### config.mk
export PLATFORM = sky130hd
export DESIGN_NAME = uart_fifo_tx
export DESIGN_NICKNAME = d
export VERILOG_FILES = /design/src/rtl/uart_tx_pkg.sv /design/src/rtl/pulse_divider.sv /design/src/rtl/tx_sequencer.sv /design/src/rtl/uart_fifo_tx.sv
export SDC_FILE = /design/constraint.sdc
export NUM_CORES = 1
export LEC_CHECK = 0
export CAP_MARGIN = 20
export CORE_MARGIN = 10
export CORE_UTILIZATION = 40
export CTS_CLUSTER_DIAMETER = 120
export CTS_CLUSTER_SIZE = 12
export DETAILED_ROUTE_END_ITERATION = 6
export HOLD_SLACK_MARGIN = 0.08
export SLEW_MARGIN = 5
export SYNTH_ARGS = -nofsm -noshare
export SYNTH_HDL_FRONTEND = slang
export SYNTH_SLANG_ARGS = --single-unit
### constraint.sdc
create_clock -name clk -period 2.9 [get_ports clk]
set_clock_uncertainty 0.2 [all_clocks]
set_input_delay 0.435 -clock clk [delete_from_list [all_inputs] [get_ports clk]]
set_output_delay 0.435 -clock clk [all_outputs]
set_load 0.02 [all_outputs]
### src/rtl/uart_tx_pkg.sv
package uart_tx_pkg;

    localparam int unsigned DATA_BITS = 8;
    localparam int unsigned IDX_W     = $clog2(DATA_BITS);
    localparam logic [IDX_W-1:0] LAST_IDX = IDX_W'(DATA_BITS - 1);

    // Encoding is visible on the debug port.
    typedef enum logic [1:0] {
        ST_STOP  = 2'b00,
        ST_DATA  = 2'b01,
        ST_START = 2'b10,
        ST_IDLE  = 2'b11
    } tx_state_t;

    typedef struct packed {
        logic [DATA_BITS-1:0] bits;
        logic [IDX_W-1:0]     idx;
    } frame_t;

    function automatic int unsigned cnt_width(input int unsigned n);
        return (n <= 1) ? 1 : $clog2(n);
    endfunction

endpackage

### src/rtl/pulse_divider.sv
module pulse_divider #(
    parameter int unsigned RATIO = 16
) (
    input  logic clk,
    input  logic rst,
    input  logic run,
    input  logic step,
    output logic pulse
);
    localparam int unsigned W = uart_tx_pkg::cnt_width(RATIO);

    generate
        if (RATIO == 1) begin : g_pass
            assign pulse = run & step;
        end else begin : g_count
            localparam logic [W-1:0] LAST = W'(RATIO - 1);
            logic [W-1:0] cnt_q;

            always_ff @(posedge clk) begin
                if (rst || !run) begin
                    cnt_q <= '0;
                end else if (step) begin
                    if (cnt_q == LAST) cnt_q <= '0;
                    else               cnt_q <= cnt_q + 1'b1;
                end
            end

            assign pulse = run && step && (cnt_q == LAST);
        end
    endgenerate
endmodule

### src/rtl/tx_sequencer.sv
module tx_sequencer
    import uart_tx_pkg::*;
(
    input  logic                 clk,
    input  logic                 rst,
    input  logic                 bit_en,
    input  logic                 fifo_empty,
    input  logic [DATA_BITS-1:0] fifo_data,
    output tx_state_t            state,
    output logic                 rd_en,
    output logic                 tx,
    output logic                 run
);
    tx_state_t state_q;
    frame_t    frame_q;
    logic      rd_en_q;

    always_ff @(posedge clk) begin
        if (rst) begin
            state_q <= ST_IDLE;
            frame_q <= '0;
            rd_en_q <= 1'b0;
        end else begin
            rd_en_q <= 1'b0;
            unique case (state_q)
                ST_IDLE: begin
                    if (!fifo_empty) begin
                        state_q      <= ST_START;
                        frame_q.bits <= fifo_data;
                        frame_q.idx  <= '0;
                        rd_en_q      <= 1'b1;
                    end
                end
                ST_START: begin
                    if (bit_en) state_q <= ST_DATA;
                end
                ST_DATA: begin
                    if (bit_en) begin
                        if (frame_q.idx == LAST_IDX) state_q <= ST_STOP;
                        else frame_q.idx <= frame_q.idx + 1'b1;
                    end
                end
                ST_STOP: begin
                    if (bit_en) state_q <= ST_IDLE;
                end
                default: state_q <= ST_IDLE;
            endcase
        end
    end

    always_comb begin
        unique case (state_q)
            ST_START: tx = 1'b0;
            ST_DATA:  tx = frame_q.bits[frame_q.idx];
            default:  tx = 1'b1;
        endcase
    end

    assign state = state_q;
    assign rd_en = rd_en_q;
    assign run   = (state_q != ST_IDLE);
endmodule

### src/rtl/uart_fifo_tx.sv
module uart_fifo_tx
    import uart_tx_pkg::*;
#(
    parameter int unsigned TICK_DIV   = 13,
    parameter int unsigned OVERSAMPLE = 16
) (
    input  logic                 clk,
    input  logic                 rst,
    input  logic                 fifo_empty,
    input  logic [DATA_BITS-1:0] fifo_data,
    output logic                 tx,
    output logic                 fifo_rd_en,
    output logic [1:0]           state_code
);
    logic      tick;
    logic      bit_en;
    logic      run;
    tx_state_t state;

    pulse_divider #(.RATIO(TICK_DIV)) u_tick_div (
        .clk(clk), .rst(rst), .run(run), .step(1'b1), .pulse(tick)
    );

    pulse_divider #(.RATIO(OVERSAMPLE)) u_bit_div (
        .clk(clk), .rst(rst), .run(run), .step(tick), .pulse(bit_en)
    );

    tx_sequencer u_seq (
        .clk(clk), .rst(rst), .bit_en(bit_en),
        .fifo_empty(fifo_empty), .fifo_data(fifo_data),
        .state(state), .rd_en(fifo_rd_en), .tx(tx), .run(run)
    );

    assign state_code = state;
endmodule

## Word-level counts from Yosys, hierarchy flattened

Cells that the tools add are included.

- Flip-flop bits (word level): 22
- Bits in latches: 0
- Bits in writable memories: 0
- Memory bits (read-only): 0
- Input port bits: 11
- Output and inout bits: 4
- Logic and storage cells: 52
- Memories: 0

- Add/sub/neg operators: 3
- Multipliers: 0
- Div/mod/pow operators: 0
- Magnitude comparators: 1
- Equality and inequality tests: 13
- Shift-type cells: 0
- Multiplexer cells: 15
- Bitwise logic cells: 2
- Reductions and logical operators: 12

Operators by type and width:

| operator | count |
|---|---|
| $ne A2 B2 Y1 const B | 6 |
| $mux W2 | 5 |
| $mux W3 | 3 |
| $add A4 B1 Y4 const B | 2 |
| $eq A4 B4 Y1 const B | 2 |
| $pmux W2 S4 | 1 |
| $pmux W3 S2 | 1 |
| $reduce_and A5 Y1 | 1 |
| $eq A2 B2 Y1 const B | 2 |
| $lt A3 B4 Y1 const B | 1 |
| $mux W4 | 1 |
| $reduce_and A4 Y1 | 1 |
| $reduce_or A2 Y1 | 2 |
| $add A3 B1 Y3 const B | 1 |
| $bmux W1 S3 | 1 |
| $eq A3 B3 Y1 const B | 1 |
| $logic_and A1 B1 Y1 | 3 |
| $eq A2 B1 Y1 const B | 1 |
| $logic_not A2 Y1 | 1 |
| $mux W1 | 2 |
| $ne A2 B1 Y1 const B | 1 |
| $not A1 Y1 | 2 |
| $pmux W1 S2 | 1 |
| $reduce_and A2 Y1 | 1 |
| 3 further kinds | 3 |

## Logic depth before layout (Yosys ltp)

Gate-level depths: netlist of run 1.

- Word-level depth: 6
- Depth in mapped cells: 7
- Depth with buffers taken out: 6

## By module

A second synthesis of run 1 with hierarchy kept.

- Cell total of the unflattened synthesis: 126
- Area, all modules: 1,106.1 sq um

By module, submodules not included:

| module | instances | cells each | area each (sq um) | seq. area each (sq um) |
|---|---|---|---|---|
| tx_sequencer | 1 | 83 | 720.7 | 280.3 |
| pulse_divider (u_tick_div) | 1 | 22 | 198.9 | 80.1 |
| pulse_divider (u_bit_div) | 1 | 20 | 182.7 | 80.1 |
| uart_fifo_tx | 1 | 1 | 3.8 | 0.0 |

## Least setup slack after synthesis of run 1

OpenSTA, ideal clock, no wires.

- Kind: reg-to-reg
- Start: reg u_seq.state_q[0], in the netlist u_seq.state[0]
- End: reg u_seq.frame_q[0] in the netlist's numbering
- Setup time: 65 ps
- Arrival time: 1,643 ps
- Slack: 992 ps
- Cell stages (with the launch flop): 6
- Clock period less this slack: 1,908 ps
- Cells stage by stage: dfxtp_1 -> ha_1 -> and2b_1 -> nor4b_4 -> mux2_2 -> nor2_1

- Longest elaborated chain between the ends: 6
- Elaborated cells between the ends (all ways): 12
- Those cells by class: eq/ne: 6; mux: 1; reduce/logical: 5

RTL lines:

| element | RTL line | text |
|---|---|---|
| from (decl) | tx_sequencer.sv:14 | `tx_state_t state_q;` |
| from (signal assigned) | tx_sequencer.sv:20 | `state_q <= ST_IDLE;` |
| from (signal assigned) | tx_sequencer.sv:28 | `state_q <= ST_START;` |
| from (signal assigned) | tx_sequencer.sv:35 | `if (bit_en) state_q <= ST_DATA;` |
| $ne A2 B2 Y1 | tx_sequencer.sv:61 | `assign run = (state_q != ST_IDLE);` |
| $logic_and A1 B1 Y1 (3 in series) | pulse_divider.sv:28 | `assign pulse = run && step && (cnt_q == LAST);` |
| $ne A2 B2 Y1 (no source line) | - |  |
| $reduce_and A4 Y1 (no source line) | - |  |
| to (decl) | tx_sequencer.sv:15 | `frame_t frame_q;` |

Parallel ways exist; a longest one is shown, timed or not.
A chain may end at the register's enable or synchronous reset.

## Worst setup path after layout of run 1

- Start: reg u_seq.frame_q[1] in the netlist's numbering
- End: out tx

- Longest elaborated chain between the ends: 3

RTL lines:

| element | RTL line | text |
|---|---|---|
| $bmux W1 S3 | tx_sequencer.sv:54 | `ST_DATA: tx = frame_q.bits[frame_q.idx];` |
| $mux W1 (implied by the code) | tx_sequencer.sv:54 |  |
| $pmux W1 S2 | tx_sequencer.sv:52 | `unique case (state_q)` |
| to (decl) | uart_fifo_tx.sv:11 | `output logic tx,` |

Every way passes these cells. The select of a mux whose other input is x is not followed.

==> results, run 1 <==
- The flow ran to the end, and the final reports show no timing, DRC or antenna violations.
- The die covers 5393 um^2.
- In this run the number of H-tree levels came out at 1.
- The share of total power in the clock network is 24.8%.
- Using the TritonRoute via totals, the vias-per-cell ratio works out to 5.282.
- The mapped netlist covers 1142 um^2.
- The net switching fraction of the power is about a third.
- Power spread over the standard cell area amounts to 711.9 nW/um^2.
- The clock insertion delay at the later pin of the skew report is 310 ps.
- The total overflow left after global routing is 0.
- The site row count is 19.
- The area added between synthesis and finish is 18.18%.
- The count of nets left with antenna violations once routing finished came out at 0.
- The number of setup violations in the final report is 0.
- After the last flow step, the layout net total stands at 165.
- The number of gates given a new drive strength after cts is 0.
- The actual slew at the worst max-slew pin is 567.7 ps.
- Counting flops with an async set or reset pin after synthesis yields a share of 0%.
- The count of final max-slew check failures is 0.
- The most repeated cell in the gate-level netlist after synthesis is sky130_fd_sc_hd__dfxtp_1.
- Entering global routing, the biggest net connects 14 pins.
- The commonest cells after synthesis are sky130_fd_sc_hd__dfxtp_1 (22), sky130_fd_sc_hd__nand2_1 (19), sky130_fd_sc_hd__a21oi_1 (16).
- The cell at the root of the clock tree is sky130_fd_sc_hd__clkbuf_4.
- The synthesized design devotes to its leading area cell type 38.55% of total area.
- The total I/O pin count is 15.
- Across the run, the number of max-cap violations was 0.
- The count of input and output buffers is 14.
- Wires add up to 2.202 mm.
- The worst path needs about 2600 ps of the cycle, external delays included.
- The clock edge transition at the registers on the reported setup and hold paths is 130 ps.
- The total iterations of the first detailed-routing run is 4.
- The first global-routing pass estimated 3.581 mm of wire.
- The category of the critical setup timing path is reg -> out.
- Sequential elements use 38.55% of the synthesized area.
- The count of antenna diodes in the layout is 0.
- The number of antenna violations at the first check in global routing is 0.
- The portion of total power attributed to combinational logic is between 30% and 40%.
- A synthesized cell averages 8.787 um^2.
- The final-report hold violation count came to 0.
- Counting flops with a built-in enable in the synthesized netlist gives 0.
- For this run, the number of Yosys warnings is 0.
- The vertical extent of the die is 73.44 um.
- Across the VDD grid, the largest voltage drop is 0.4044 mV.
- Setup repair after global routing left no endpoint under its margin.
- The number of buffers created by CTS is 3.
- Along the worst path, the maximum fanout reaches 5.
- The number of nets handed over by synthesis was 151.
- At the end of the flow the core is filled with cells to a little under 50%.
- Counting every sink on the clock net gives 22.
- The highest clock rate is around 380 MHz.
- The via count of the first global-routing pass was 839.
- In the finished design, the share of the clock period the worst path needs comes to approximately nine tenths.
- The half-perimeter wire length after placement is 1.691 mm.
- Power comes to 0.0009611 W.
- By area the synthesized netlist is led by sky130_fd_sc_hd__dfxtp_1 (39%), sky130_fd_sc_hd__ha_1 (11%), sky130_fd_sc_hd__a21oi_1 (7.0%).
- The internal power of the cells totals 0.0006337 W.
- Cells with a size suffix above 1 make up 6.993% of the layout.
- In this run, post-CTS hold repair placed 0 buffers.
- The prevailing post-synth register cell is sky130_fd_sc_hd__dfxtp_1.
- For this run, design rule violations remaining after detail routing come to 0.
- In this run, synthesis produced a sequential element count of 22.
- For the worst setup path, the data required time is 2270 ps.
- The arrival time at the worst endpoint is 2010 ps.
- At the end of routability-driven placement, the weighted congestion stood at 0.7907.
- The setup TNS is 0 ps.
- The biggest area contributor in the post-synthesis netlist is sky130_fd_sc_hd__dfxtp_1.
- The die span in x is 73.44 um.
- The number of setup buffers added after CTS is 0.
- The aggregate global-route resource usage is between 8 and 9%.
- The routed wire length per instance is 12.66 um.
- The initial utilization of the core area, before any placement, comes to 41.78%.
- The netlist uses 32 different library cells.
- The worst pin sits at a relative slew slack of between 60% and 70%.
- After technology mapping, the gate count stands at 130.
- The total vias in the final route is 919.
- In this run the static leakage power is 0.5285 nW.
- The switching power of the nets is between 0.0003 and 0.0004 W.
- TritonCTS built the clock tree.
- The placeable core region is 2734 um^2.
- The clock passes through at most 2 buffers.
- The sequential fraction of design power is 38.9%.
- STA classifies the critical path endpoint as an output port.
- STA classifies the critical path startpoint as a flip-flop.
- For this block, the initial DRC count from the detailed router was 63.
- The class of the tightest hold or removal check is reg -> reg.
-- critical path: stages (launching register included) --
cell and delay, ps:
sky130_fd_sc_hd__dfxtp_1 430, sky130_fd_sc_hd__mux4_2 510, sky130_fd_sc_hd__nor2_1 110, sky130_fd_sc_hd__o22ai_1 100
sky130_fd_sc_hd__clkdlybuf4s50_1 550
-- power groups by stage --
stage	clock network, W	registers [W]	logic, W
after floorplan	0	0.000390	0.000248
after global placement	0	0.000378	0.000348
after detailed placement	0	0.000381	0.000353
after CTS	0.000245	0.000373	0.000357
after global routing	0.000257	0.000380	0.000392
final	0.000238	0.000374	0.000349
-- layout make-up --
class	instances	area, um^2
clock buffers	3	22.52
repair buffers	15	147.6
clock inverters	1	30.03
flip-flops and latches	22	440.4
inverters	5	18.77
multi-input cells	97	651.9
fillers	265	1384
well taps	31	38.79
-- registers in the layout, indices dropped and copies added (netlist names) --
name,flops
u_seq.frame_q,11
u_seq.rd_en,1
u_tick_div.g_count.cnt_q,4
u_bit_div.g_count.cnt_q,4
u_seq.state,2
-- per-stage QoR --
step / cell area [um^2] / setup slack [ps] / hold WS, ps / cells
finish: 1350 / 257.8 / 263.6 / 174
floorplan: 1142 / 991.5 / 233.1 / 130
detailed placement: 1297 / 610.8 / 247.1 / 170
global route: 1350 / 134.3 / 291.3 / 174
global placement: 1297 / 634.6 / 243.8 / 170
CTS: 1350 / 230.2 / 265.4 / 174
-- layer usage --
| layer | GRT usage, % | up-vias | share of wire, % |
|---|---|---|---|
| met5 | 0 | - | 0 |
| met4 | 3.934 | 0 | 0.86 |
| met3 | 2.826 | 2 | 4.2 |
| met2 | 13.45 | 14 | 47 |
| met1 | 9.161 | 432 | 48 |
| li1 | - | 471 | - |
-- final timing paths --
check	start	end	slack, ps	cells after the start
worst max register to register	u_seq.frame_q[0]	u_seq.frame_q[0]	870	6
worst min-delay path	u_seq.frame_q[7]	u_seq.frame_q[7]	260	2
worst min register to register	u_seq.frame_q[7]	u_seq.frame_q[7]	260	2
worst max-delay path	u_seq.frame_q[1]	tx	260	4
-- cells in the final DEF, fill, tap and decap left out, drive strengths merged, types with 3 or more instances in the layout --
master,count
dfxtp,22
nand2,19
a21oi,16
clkdlybuf4s50,14
nor2,12
ha,10
mux2i,7
inv,5
o21ai,5
nand3,4
clkbuf,3
-- kinds of logic after synthesis --
kind of cell / count (synthesis) / synth area share (%)
flops: 22 / 38.55
fa+ha+maj: 10 / 10.95
mux: 9 / 9.091
xor+xnor: 1 / 0.7668
buf+inv: 11 / 4.380
simple gates: 52 / 24.54
compound gates: 25 / 11.72
No activity file was read; power rests on OpenSTA's default activity.
==> inputs of run 2 (changes only) <==
Settings changed: CELL_PAD_IN_SITES_DETAIL_PLACEMENT from default to 2, CELL_PAD_IN_SITES_GLOBAL_PLACEMENT from default to 2, CORE_UTILIZATION 40 to 35, PLACE_DENSITY_LB_ADDON from default to 0.1, TNS_END_PERCENT from default to 30.
==> run 2 against run 1 <==
Net effect: non-clock buffer count stayed put; sequential share of layout area did not move; design area unchanged; combinational power rose by 6.6%; via count grew 3.3%; setup slack got worse by 45 ps; hold slack gained 5.3 ps; sequential power about the same; die area rose by 10%; core utilization decreased by 5.5 points.
==> results, run 2 (synthesis results as in run 1) <==
- The maximum vdd drop is 0.2327 mV (-42%).
- The number of flip-flops in the largest register is 11 (unchanged).
- The number of gates given a new drive strength after cts came to 0 (unchanged).
- The setup TNS was 0 ps (unchanged).
- The switching power of the nets is 0.0003476 W (+6.2%).
- The final-report hold violation count came to 0 (unchanged).
- The endpoint class of the critical path is an output port.
- The total iterations of the first detailed-routing run came to 4 (unchanged).
- The area taken by multi-input logic gates is 651.9 um^2 (unchanged).
- The buffer levels on the longest clock path is 2 (unchanged).
- The worst slew slack as a fraction of its limit came to 55.25% (-6.8 points).
- The die area was 5949 um^2 (+10%).
- The half-perimeter wire length after placement is 2.197 mm (+30%).
- The portion of total power attributed to combinational logic is 40.4% (+4.1 points).
- The number of setup buffers added after CTS is 0 (unchanged).
- The vertical extent of the die is 77.13 um (+5.0%).
- The total I/O pin count is 15 (unchanged).
- TritonCTS built the clock tree.
- The count of fill cells added during filler insertion came to 351 (+32%).
- The share of total power in the clock network is 18.9% (-5.9 points).
- The total vias in the final route is 949 (+3.3%).
- The count of input and output buffers came to 14 (unchanged).
- The pre-CTS setup slack was 610.9 ps (+0.03100 ps).
- Setup repair after global routing left no endpoint under its margin.
- The routability-driven placement congestion ratio is 0.7630 (-3.5%).
- The net count reported at finish is 165 (unchanged).
- The share of the clock period used by the worst path after layout came to 92.66% (+1.6 points).
- The clock insertion delay at the later pin of the skew report was 310 ps (about the same).
- The count of cells along the worst hold path is 2 (unchanged).
- The logic depth of the worst register-to-register path is 6 (unchanged).
- The standard cell area after detailed placement is 1314 um^2 (+1.3%).
- The data required time of the worst path is 2270 ps (about the same).
- In the layout the commonest cells are sky130_fd_sc_hd__dfxtp_1 (22), sky130_fd_sc_hd__nand2_1 (19), sky130_fd_sc_hd__a21oi_1 (16).
- The routed wire length per instance is 15.50 um (+23%).
- The count of final max-slew check failures is 0 (unchanged).
- The number of DRC markers after the initial detailed-route iteration came to 13 (-79%).
- The combined flip-flop and latch cell area is 440.4 um^2 (unchanged).
- The path class of the tightest hold or removal check is reg -> reg.
- The arrival time at the worst endpoint is 2050 ps (+40 ps).
- The non-filler instance count after layout is 187 (+7.5%).
- The tree is rooted in a sky130_fd_sc_hd__clkbuf_4.
- The global-route wire length before repair was 4.954 mm (+38%).
- The overall overflow remaining after global route is 0 (unchanged).
- The final design area excluding fillers is 1350 um^2 (unchanged).
- The number of setup violations in the final report is 0 (unchanged).
- The max capacitance violation total was 0 (unchanged).
- STA classifies the critical path startpoint as a flip-flop.
- The power per unit of standard cell area came to 681.5 nW/um^2 (-4.3%).
- The count of antenna diodes in the layout is 0 (unchanged).
- The detail-routed via count per cell is 5.075 (-3.9%).
- The core occupancy in the finished layout was 43.86% (-5.5 points).
- The most frequent standard cell in the layout excluding fill and tap cells is sky130_fd_sc_hd__dfxtp_1.
- The final critical path time including I/O delays and setup is 2687 ps (+44.96 ps).
- The register with the most flip-flops is u_seq.frame_q.
- The net switching fraction of the power is 37.79% (+3.7 points).
- The number of buffers created by CTS is 3 (unchanged).
- The detailed-route DRC error count is 0 (unchanged).
- The internal power consumption is 0.0005724 W (-9.7%).
- In the final layout, the registers with the most flip-flops are u_seq.frame_q: 11 flops, u_bit_div.g_count.cnt_q: 4 flops, u_tick_div.g_count.cnt_q: 4 flops.
- The aggregate global-route resource usage is 9.879% (+1.7 points).
- The highest clock rate came to 372.1 MHz (-1.7%).
- The clock edge transition at the registers on the reported setup and hold paths is 130 ps (about the same).
- The H-tree depth is 1 (unchanged).
- The proportion of layout cells with a drive suffix above 1 is 6.993% (unchanged).
- The maximum fanout encountered on the critical timing path is 7 (+2).
- The area added between synthesis and finish is 18.18% (unchanged).
- The number of cells after detailed placement came to 183 (+7.6%).
- The number of antenna violations at the first check in global routing is 0 (unchanged).
- The number of nets still failing antenna checks after routing is 0 (unchanged).
- The critical path is of the reg -> out type.
- The starting density of the core is 37.11% (-4.7 points).
- The number of buffers inserted by hold repair at cts is 0 (unchanged).
- The site row count is 20 (+1).
- The setup slack of the critical path after layout is 212.9 ps (-44.96 ps).
- The pin count of the biggest net entering global routing is 18 (+4).
- The placeable core region is 3078 um^2 (+13%).
- The sequential fraction of design power is 40.7% (+1.8 points).
- The static leakage is 0.5215 nW (-1.3%).
- The clock sink total is 22 (unchanged).
- The via count of the first global-routing pass is 1061 (+26%).
- The total wire length is 2.899 mm (+32%).
- The die span in x is 77.13 um (+5.0%).
- The actual slew at the worst max-slew pin was 669.9 ps (+102.3 ps).
- The flow ran to the end, and the final reports show no timing, DRC or antenna violations.
==> run 2: changes by cell type in the layout (fill, tap and decap cells not counted) <==
cell                        delta
sky130_fd_sc_hd__clkbuf_8      +1
sky130_fd_sc_hd__bufinv_16     -1
==> run 2: cell type report <==
class	count	share of cell area, %
Multi-Input combinational cell	97	48.29
Sequential cell	22	32.62
Timing Repair Buffer	15	10.94
Tap cell	44	4.078
Clock buffer	4	2.688
Inverter	5	1.390
==> run 2: worst paths after layout <==
check                   start          endpoint  slack [ps]
min reg2reg  u_seq.frame_q[4]  u_seq.frame_q[4]         270
min          u_seq.frame_q[4]  u_seq.frame_q[4]         270
max reg2reg  u_seq.frame_q[0]  u_seq.frame_q[0]         830
max            u_seq.state[1]                tx         210
==> run 2: per-layer routing <==
layer / GRT usage (%) / vias to the layer above / routed length, um
met5: 0 / - / 0
met4: 2.190 / 0 / 24
met3: 2.797 / 4 / 81
met2: 17.56 / 9 / 1499
met1: 11.33 / 463 / 1293
li1: - / 473 / -
==> run 2: stage by stage <==
| stage | total power, W | hold slack (ps) |
|---|---|---|
| 6_report | 0.0009200 | 268.9 |
| 5_1_grt | 0.0009970 | 282.2 |
| 4_1_cts | 0.0009355 | 271.4 |
| 3_5_place_dp | 0.0007525 | 251.3 |
| 3_3_place_gp | 0.0007371 | 245.8 |
| 2_1_floorplan | 0.0006386 | 233.1 |
==> run 2: worst max-delay path, cell delays in order, from the launching register on <==
cell                              delay, ps
sky130_fd_sc_hd__dfxtp_1                380
sky130_fd_sc_hd__inv_1                  110
sky130_fd_sc_hd__ha_1                   300
sky130_fd_sc_hd__nand3_1                130
sky130_fd_sc_hd__o22ai_1                180
sky130_fd_sc_hd__clkdlybuf4s50_1        640
==> run 2: power by group through the flow <==
stage / Clock (W) / Combinational (W) / Sequential [W]
finish: 0.000174 / 0.000372 / 0.000375
global route: 0.000195 / 0.000421 / 0.000381
CTS: 0.000182 / 0.000378 / 0.000375
detailed placement: 0 / 0.000371 / 0.000382
global placement: 0 / 0.000357 / 0.000380
floorplan: 0 / 0.000248 / 0.000390
==> inputs of run 3 (changes only) <==
Settings changed: SLEW_MARGIN 5 to default.
==> results of run 3 <==
No change in the layout: final DEF, timing and power equal those of run 2.
